`src/rtl/ndu_pkg.sv`:
```
// Package: shared word format, state encoding and the rounding helpers of the
// backward delta unit. Assumes two's-complement fixed point words.
package ndu_pkg;
    parameter int unsigned DW = 32;          // word width
    parameter int unsigned FW = 16;          // fraction bits
    localparam int unsigned PW = 2 * DW;     // full product width

    typedef logic signed [DW-1:0] word_t;

    typedef enum logic [2:0] {
        ST_IDLE  = 3'd0,
        ST_ACC   = 3'd1,
        ST_DERIV = 3'd2,
        ST_SCALE = 3'd3,
        ST_DONE  = 3'd4
    } ndu_state_e;

    localparam word_t ONE = word_t'(1 << FW);

    // Sign-extend a word to product width plus one.
    function automatic logic signed [PW:0] widen(input word_t w);
        return {{(PW+1-DW){w[DW-1]}}, w};
    endfunction

    // Clip a wide signed value into the word range.
    function automatic word_t sat_word(input logic signed [PW:0] v);
        logic signed [PW:0] hi;
        logic signed [PW:0] lo;
        hi = $signed({{(PW+2-DW){1'b0}}, {(DW-1){1'b1}}});
        lo = $signed({{(PW+2-DW){1'b1}}, {(DW-1){1'b0}}});
        if (v > hi)      return hi[DW-1:0];
        else if (v < lo) return lo[DW-1:0];
        else             return v[DW-1:0];
    endfunction

    // Round a full product to nearest (half up) and saturate to a word.
    function automatic word_t round_prod(input logic signed [PW-1:0] p);
        logic signed [PW:0] t;
        t = {p[PW-1], p} + {{(PW+1-FW){1'b0}}, 1'b1, {(FW-1){1'b0}}};
        return sat_word(t >>> FW);
    endfunction
endpackage

```
`src/rtl/ndu_ctrl.sv`:
```
// Sequencer: five-state control and the decrementing cross-access index.
// Assumes NEURON_ID < NUM_NEURONS; a start is taken only in the idle state.
module ndu_ctrl
    import ndu_pkg::*;
#(
    parameter int unsigned NUM_NEURONS = 4,
    parameter int unsigned NEURON_ID   = 1,
    localparam int unsigned IW = (NUM_NEURONS > 1) ? $clog2(NUM_NEURONS) : 1
) (
    input  logic          clk,
    input  logic          rst_n,
    input  logic          en,
    output ndu_state_e    state,
    output logic [IW-1:0] idx
);
    localparam int unsigned START_IDX = (NEURON_ID + NUM_NEURONS - 1) % NUM_NEURONS;
    localparam logic [IW-1:0] LAST_IDX = IW'(NEURON_ID);
    localparam logic [IW-1:0] TOP_IDX  = IW'(NUM_NEURONS - 1);

    // Advance the state and walk the index downward with wrap.
    always_ff @(posedge clk) begin
        if (!rst_n) begin
            state <= ST_IDLE;
            idx   <= '0;
        end else begin
            unique case (state)
                ST_IDLE: if (en) begin
                    state <= ST_ACC;
                    idx   <= IW'(START_IDX);
                end
                ST_ACC: begin
                    if (idx == LAST_IDX) state <= ST_DERIV;
                    else                 idx   <= (idx == '0) ? TOP_IDX : idx - 1'b1;
                end
                ST_DERIV: state <= ST_SCALE;
                ST_SCALE: state <= ST_DONE;
                default:  state <= ST_IDLE;
            endcase
        end
    end
endmodule

```
`src/rtl/ndu_operand_mux.sv`:
```
// Operand steering: picks what the shared multiplier sees in each state.
// Assumes vector inputs are held stable for the whole computation.
module ndu_operand_mux
    import ndu_pkg::*;
#(
    parameter int unsigned NUM_NEURONS = 4,
    localparam int unsigned IW = (NUM_NEURONS > 1) ? $clog2(NUM_NEURONS) : 1,
    localparam int unsigned VW = NUM_NEURONS * DW
) (
    input  ndu_state_e    state,
    input  logic [IW-1:0] idx,
    input  logic [VW-1:0] delta_vec,
    input  logic [VW-1:0] weight_vec,
    input  word_t         act,
    input  word_t         sum,
    input  word_t         deriv,
    output word_t         op_a,
    output word_t         op_b
);
    word_t d_w [NUM_NEURONS];
    word_t w_w [NUM_NEURONS];
    word_t one_minus;

    for (genvar g = 0; g < NUM_NEURONS; g++) begin : g_unpack
        assign d_w[g] = delta_vec[g*DW +: DW];
        assign w_w[g] = weight_vec[g*DW +: DW];
    end

    // 1 - S, clipped so a large negative S cannot wrap.
    assign one_minus = sat_word(widen(ONE) - widen(act));

    // Select the operand pair for the current state; zero when unused.
    always_comb begin
        op_a = '0;
        op_b = '0;
        unique case (state)
            ST_ACC: begin
                op_a = d_w[idx];
                op_b = w_w[idx];
            end
            ST_DERIV: begin
                op_a = act;
                op_b = one_minus;
            end
            ST_SCALE: begin
                op_a = sum;
                op_b = deriv;
            end
            default: ;
        endcase
    end
endmodule

```
`src/rtl/ndu_datapath.sv`:
```
// Datapath: accumulates rounded products, keeps the derivative, forms the
// final delta and the ready pulse. Assumes the product arrives the same cycle.
module ndu_datapath
    import ndu_pkg::*;
(
    input  logic          clk,
    input  logic          rst_n,
    input  ndu_state_e    state,
    input  logic          last_layer,
    input  word_t         target,
    input  word_t         act,
    input  logic [PW-1:0] prod,
    output word_t         sum,
    output word_t         deriv,
    output word_t         delta_q,
    output logic          ready_q
);
    logic signed [PW:0] acc;
    word_t              prod_r;

    assign prod_r = round_prod(prod);

    // Summation input: weighted delta total, or output error in last layer.
    assign sum = last_layer ? sat_word(widen(target) - widen(act)) : sat_word(acc);

    // Running sum of rounded delta-weight products.
    always_ff @(posedge clk) begin
        if (!rst_n)                 acc <= '0;
        else if (state == ST_IDLE)  acc <= '0;
        else if (state == ST_ACC)   acc <= acc + widen(prod_r);
    end

    // Capture the activation slope during its single cycle.
    always_ff @(posedge clk) begin
        if (!rst_n)                 deriv <= '0;
        else if (state == ST_DERIV) deriv <= prod_r;
    end

    // Register the scaled delta and raise ready for the following cycle.
    always_ff @(posedge clk) begin
        if (!rst_n) begin
            delta_q <= '0;
            ready_q <= 1'b0;
        end else begin
            ready_q <= (state == ST_SCALE);
            if (state == ST_SCALE) delta_q <= prod_r;
        end
    end
endmodule

```
`src/rtl/neuron_delta_unit.sv`:
```
// Top: back-propagation delta for one hidden neuron through a shared
// multiplier. Assumes inputs stay stable from start until ready.
module neuron_delta_unit
    import ndu_pkg::*;
#(
    parameter int unsigned NUM_NEURONS = 4,
    parameter int unsigned NEURON_ID   = 1
) (
    input  logic                      clk,
    input  logic                      rst_n,
    input  logic                      en,
    input  logic                      last_layer,
    input  logic [DW-1:0]             target,
    input  logic [NUM_NEURONS*DW-1:0] delta_vec,
    input  logic [NUM_NEURONS*DW-1:0] weight_vec,
    input  logic [NUM_NEURONS*DW-1:0] act_vec,
    output logic [DW-1:0]             mul_a,
    output logic [DW-1:0]             mul_b,
    input  logic [2*DW-1:0]           mul_prod,
    output logic [DW-1:0]             delta_out,
    output logic                      ready
);
    localparam int unsigned IW = (NUM_NEURONS > 1) ? $clog2(NUM_NEURONS) : 1;

    ndu_state_e    state;
    logic [IW-1:0] idx;
    word_t         act, sum, deriv, op_a, op_b, delta_q;
    logic          ready_q;

    assign act       = act_vec[NEURON_ID*DW +: DW];
    assign mul_a     = op_a;
    assign mul_b     = op_b;
    assign delta_out = delta_q;
    assign ready     = ready_q;

    ndu_ctrl #(.NUM_NEURONS(NUM_NEURONS), .NEURON_ID(NEURON_ID)) u_ctrl (
        .clk(clk), .rst_n(rst_n), .en(en), .state(state), .idx(idx)
    );

    ndu_operand_mux #(.NUM_NEURONS(NUM_NEURONS)) u_mux (
        .state(state), .idx(idx), .delta_vec(delta_vec), .weight_vec(weight_vec),
        .act(act), .sum(sum), .deriv(deriv), .op_a(op_a), .op_b(op_b)
    );

    ndu_datapath u_dp (
        .clk(clk), .rst_n(rst_n), .state(state), .last_layer(last_layer),
        .target(target), .act(act), .prod(mul_prod), .sum(sum), .deriv(deriv),
        .delta_q(delta_q), .ready_q(ready_q)
    );
endmodule

```
`config.mk`:
```
export PLATFORM = sky130hd
export DESIGN_NAME = neuron_delta_unit
export DESIGN_NICKNAME = d
export VERILOG_FILES = /design/src/rtl/ndu_pkg.sv /design/src/rtl/ndu_ctrl.sv /design/src/rtl/ndu_operand_mux.sv /design/src/rtl/ndu_datapath.sv /design/src/rtl/neuron_delta_unit.sv
export SDC_FILE = /design/constraint.sdc
export NUM_CORES = 1
export LEC_CHECK = 0
export BUFFER_PORTS_ARGS = -buffer_cell sky130_fd_sc_hd__buf_4
export CORE_AREA = 2 2 228 230
export CTS_BUF_LIST = sky130_fd_sc_hd__clkbuf_4 sky130_fd_sc_hd__clkbuf_8 sky130_fd_sc_hd__clkbuf_16
export CTS_CLUSTER_DIAMETER = 50
export DETAILED_ROUTE_END_ITERATION = 10
export DIE_AREA = 0 0 230 232
export SLEW_MARGIN = 15
export SYNTH_ARGS = -nofsm -noshare
export SYNTH_HDL_FRONTEND = slang
export SYNTH_SLANG_ARGS = --single-unit
```
`constraint.sdc`:
```
create_clock -name clk -period 9.15 [get_ports clk]
set_clock_uncertainty 0.05 [all_clocks]
set_input_delay 1.83 -clock clk [delete_from_list [all_inputs] [get_ports clk]]
set_output_delay 1.83 -clock clk [all_outputs]
set_load 0.05 [all_outputs]
```
# Word level (Yosys, flattened, before mapping)
# Cells that the tools add are included.
[word_totals]
output_inout_bits = 97
register_bits = 135
inputBits = 484
elab_cells = 59
[classes]
n_reduce_logical = 6
eq_ne = 7
n_mux = 24
n_lt_le_gt_ge = 9
add_sub_neg = 5
bitwise_logic = 2
[op_table]
columns = ["operator", "count"]
rows = [
  ["$mux 32", 13],
  ["$gt 65x32->1 const B", 3],
  ["$lt 65x32->1 const B", 3],
  ["$pmux 32 s3", 2],
  ["$bmux 32 s2", 2],
  ["$add 64x17->65 const B", 1],
  ["$add 65x32->65", 1],
  ["$gt 49x32->1 const B", 1],
  ["$lt 49x32->1 const B", 1],
  ["$sub 18x32->33 const A", 1],
  ["$sub 32x32->33", 1],
  ["$pmux 3 s4", 1],
  ["$eq 3x2->1 const B", 2],
  ["$mux 2", 3],
  ["$mux 3", 2],
  ["$ne 2x2->1 const B", 2],
  ["$pmux 2 s2", 1],
  ["$eq 3x1->1 const B", 1],
  ["$ge 3x3->1 const B", 1],
  ["$logic_not 3->1", 1],
  ["$not 2->3", 1],
  ["$reduce_and 3->1", 1],
  ["$eq 2x1->1 const B", 1],
  ["$logic_not 2->1", 1],
  ["other kinds (6)", 6],
]

# Depth between registers and ports, before layout
[depth]
ltp_word = 6
depth_mapped = 27
mapped_depth_nobuf = 26

# Hierarchy
# A second synthesis with hierarchy kept.
[hier_totals]
hier_cells = 2042
area_unflattened_um2 = 15496.1
[by_module_without_submodules]
columns = ["module", "area_each_um2", "cells_each", "n_inst", "seq_area_each_um2"]
rows = [
  ["ndu_datapath", 11619.9, 1630, 1, 2602.5],
  ["ndu_operand_mux", 3614.7, 384, 1, 0.0],
  ["ndu_ctrl", 261.5, 28, 1, 100.1],
]

# Worst setup path after synthesis
# OpenSTA, ideal clock, no wires.
[synth_timing]
kind = "in2out"
from = "input port act_vec[34]"
to = "output port mul_a[13]"
t_arrival_ps = 5861
required_ps = 7270
stages = 14
n_path_buf = 2
path_slack_ps = 1409
cell_sequence = "buf_2 inv_1 ha_1 a211o_1 a21oi_1 o31ai_2 a221oi_1 o41ai_1 o21a_1 o31ai_1 o41a_1 clkbuf_1 a21boi_0 o31ai_1"
[synth_via]
elab_chain_len = 6
word_cells_on_any_way = 7
cone_classes = "add/sub: 1; order compare: 2; mux: 4"
[synth_rtl]
columns = ["item", "line", "text"]
rows = [
  ["start: declaration", "neuron_delta_unit.sv:16", "input logic [NUM_NEURONS*DW-1:0] act_vec,"],
  ["$sub 32x32->33 *", "ndu_datapath.sv:24", "assign sum = last_layer ? sat_word(widen(target) - widen(act)) : sat_word(acc);"],
  ["$lt 65x32->1", "ndu_pkg.sv:32", "else if (v < lo) return lo[DW-1:0];"],
  ["$mux 32", "ndu_pkg.sv:32", ""],
  ["$mux 32 *", "ndu_pkg.sv:31", "if (v > hi) return hi[DW-1:0];"],
  ["$mux 32 *", "ndu_datapath.sv:24", ""],
  ["$pmux 32 s3 *", "ndu_operand_mux.sv:36", "unique case (state)"],
  ["end: declaration", "neuron_delta_unit.sv:17", "output logic [DW-1:0] mul_a,"],
]
# Mark *: on every way between the ends. The rest lies on a longest branch, timed or not.

# Worst setup path in the final report
[layout_timing]
from = "input port act_vec[32]"
to = "output port mul_a[7]"
# Same word-level chain as after synthesis.

==> reports/metrics.yaml <==
p_leak_nw: 8.554
synth_cells: 2040
synth_top_area_share_pct: 18.02
num_vias: 17920
firstDrtPassIters: 9
holdPathEnd: "u_dp.acc[0]"
synthTopCellsByArea: "dfxtp_1 18%, mux4_2 9.6%, nand2_1 6.6%"
whs_ps: 432.3
synth_top_family_by_area: "compound AO/OA/AOI/OAI gates"
rr_worst_depth: 14
worstPathMaxFanout: 18
cts.repair.resized: 0
finalSetupViolations: 0
numCtsBuffers: 17
cts_tree: "built"
drtIter0Drc: 1626
p_sw_share_pct: 40.73
setup_tns_ps: 0
pwr-share-clk_pct: 29.7
synth_common_cells: "263 x nand2_1, 205 x nor2_1, 169 x a21oi_1"
routed_wl_um: 72230
fp-row-count: 83
regToRegStartpoint: "u_dp.acc[0]"
port_buffers: 469
synthXorXnorAreaFrac_pct: 7.592
maxCapViolCount: 0
power.share.sequential_pct: 26.5
via_per_inst: 5.700
yosysWarnings: 0
synth_ff_type: "dfxtp_1"
combPwrFrac_pct: 43.9
nets: 3000
ys_types: 86
place_area_sq_mm: 0.01932
die_width_um: 230
pwr_density_cell_mw_per_mm2: 120.5
postCtsHoldBufs: 0
critPathCaptureType: "output pin"
ioPinCount: 581
initial_utilization_pct: 29.47
synth-seq-cells: 135
hp-class: "flop to flop"
worst-slew-pin-transition_ps: 890.8
status: "complete, no violations"
synth.area.mux_share_pct: 11.04
fin_crit_sh_pct: 91.67
gp_congestion: 0.9627
syn_to_final_growth_pct: 32.84
fin_crit_ps: 8388
insertion_delay_ps: 440
hold-path-cell-count: 2
max_clock_freq_ghz: 0.1192
power.internal_mw: 1.423
critPathArrivalTime_ps: 6510
clock_path_buffers: 2
synth.net_count: 2597
synth_top_area_cell: "dfxtp_1"
cts.htree.levels: 4
dp_cells: 3104
rsz0062_at_grt: "no"
dp_hpwl_um: 59440
grt_pass1_wl_um: 105600
hold_viol: 0
gr-total-overflow: 0
ys_seq_area_share_pct: 18.02
dieArea_sq_mm: 0.05336
instances_no_fill: 3144
grt_max_degree: 89
coreArea_sq_mm: 0.05089
peakVddDrop_uv: 130.5
routedWlPerCell_um: 22.97
synth_area_sq_mm: 0.01500
layout-drive-gt1-share_pct: 26.91
critPathLaunchType: "primary input"
rr_endpoint: "u_dp.acc[58]"
antenna_found_initial: 6
avgSynthCellArea_sq_um: 7.352
min_from: "u_dp.acc[0]"
critPathKind: "primary input to output pin"
chipHeight_um: 232
synthAdderAreaFrac_pct: 6.190
path_clk_slew_ps: 60
fillers: 5366
synth_compound_area_share_pct: 26.48
grt_use_total_pct: 25.92
synth_simple_gate_area_share_pct: 24.83
finalInstanceArea_sq_mm: 0.01992
synth-edff-count: 0
numClockSinks: 135
synthArstFlopShare_pct: 0
grt_pass1_vias: 17200
maxSlewHeadroom_pct: 40.62
r2r_slack_ps: 5170
post_cts_buffers: 0
maxSlewViolCount: 0
power.switching_mw: 0.9776
antenna_left: 0
cts_root_buffer: "clkbuf_16"
cp.required_ps: 7270
synth_most_common_cell: "nand2_1"
drc: 0
==> worst max-delay path, cell delays in order <==
cell and delay (ps):
buf_4 160, ha_1 200, inv_1 70, fa_1 230, a211o_1 190, a21oi_1 110
o31ai_2 530, a221oi_1 250, o41ai_1 550, o21a_1 210, o31ai_1 80, buf_4 150
o41a_1 690, a221oi_1 590, a221o_1 380, buf_4 270
==> cell type report <==
cell class                      count  area [sq um]  share of cell area, %
Clock buffer                       17         425.4                  2.135
Tap cell                          680         850.8                  4.271
Sequential cell                   135          2710                  13.60
Timing Repair Buffer              526          3949                  19.82
Clock inverter                     15         160.2                 0.8039
Inverter                           88         330.3                  1.658
Antenna cell                        8         20.02                 0.1005
Multi-Input combinational cell   1675         11480                  57.61
==> sequential cells by signal, indices dropped and copies added (netlist names) <==
register      cells
u_dp.acc         65
u_ctrl.state      3
u_dp.deriv       32
u_dp.delta_q     32
u_dp.ready_q      1
u_ctrl.idx        2
==> stage by stage <==
step / util [%] / power [mW] / worst slack [ps]
finish: 39.15 / 2.400 / 762.4
global route: 39.14 / 2.516 / 444.4
CTS: 39.11 / 2.398 / 873.0
detailed placement: 37.96 / 1.686 / 622.8
global placement: 37.96 / 1.678 / 675.2
floorplan: - / 1.285 / 1409
==> cell usage in the layout, fill, tap and decap left out, types with 64 or more instances in the layout <==
| cell type | instances |
|---|---|
| inv_1 | 87 |
| nand3_1 | 67 |
| mux4_2 | 64 |
| ha_1 | 71 |
| a21oi_1 | 168 |
| o21ai_0 | 137 |
| nand2_1 | 263 |
| dfxtp_1 | 133 |
| buf_4 | 526 |
| nor2_1 | 204 |
| xnor2_1 | 88 |
==> power by group through the flow <==
stage / sequential (mW) / combinational, mW / clock, mW
after floorplan: 0.633 / 0.652 / 0
after global placement: 0.647 / 1.03 / 0
after detailed placement: 0.648 / 1.04 / 0
after CTS: 0.635 / 1.04 / 0.720
after global routing: 0.638 / 1.13 / 0.747
final: 0.635 / 1.05 / 0.712
==> worst max-delay path by stage <==
| stage | end | start | cells past startpoint | slack [ps] |
|---|---|---|---|---|
| finish | mul_a[7] | act_vec[32] | 16 | 760 |
| global route | u_dp.acc[61] | mul_prod[15] | 27 | 440 |
| CTS | mul_a[7] | act_vec[32] | 16 | 870 |
| detailed placement | u_dp.acc[61] | mul_prod[15] | 27 | 620 |
| global placement | u_dp.acc[61] | mul_prod[15] | 27 | 680 |
| floorplan | mul_a[13] | act_vec[34] | 14 | 1410 |
==> per-layer routing <==
| metal | share of wire (%) | global-route usage, % | wire length [um] |
|---|---|---|---|
| met5 | 0 | 0 | 0 |
| met4 | 3.1 | 8.569 | 2206 |
| met3 | 7.7 | 5.734 | 5579 |
| met2 | 47 | 42.77 | 34140 |
| met1 | 42 | 33.43 | 30310 |
==> cell families (layout without fill, tap and decap cells) <==
logic type,count (synthesis),after routing
AND/OR/NAND/NOR,790,790
AO/OA/AOI/OAI,597,597
buffers and inverters,230,646
flip-flops,135,135
XOR/XNOR,130,130
multiplexers,85,85
adder cells (fa/ha/maj),73,73
other,0,8
(Power assumes the default switching activity.)
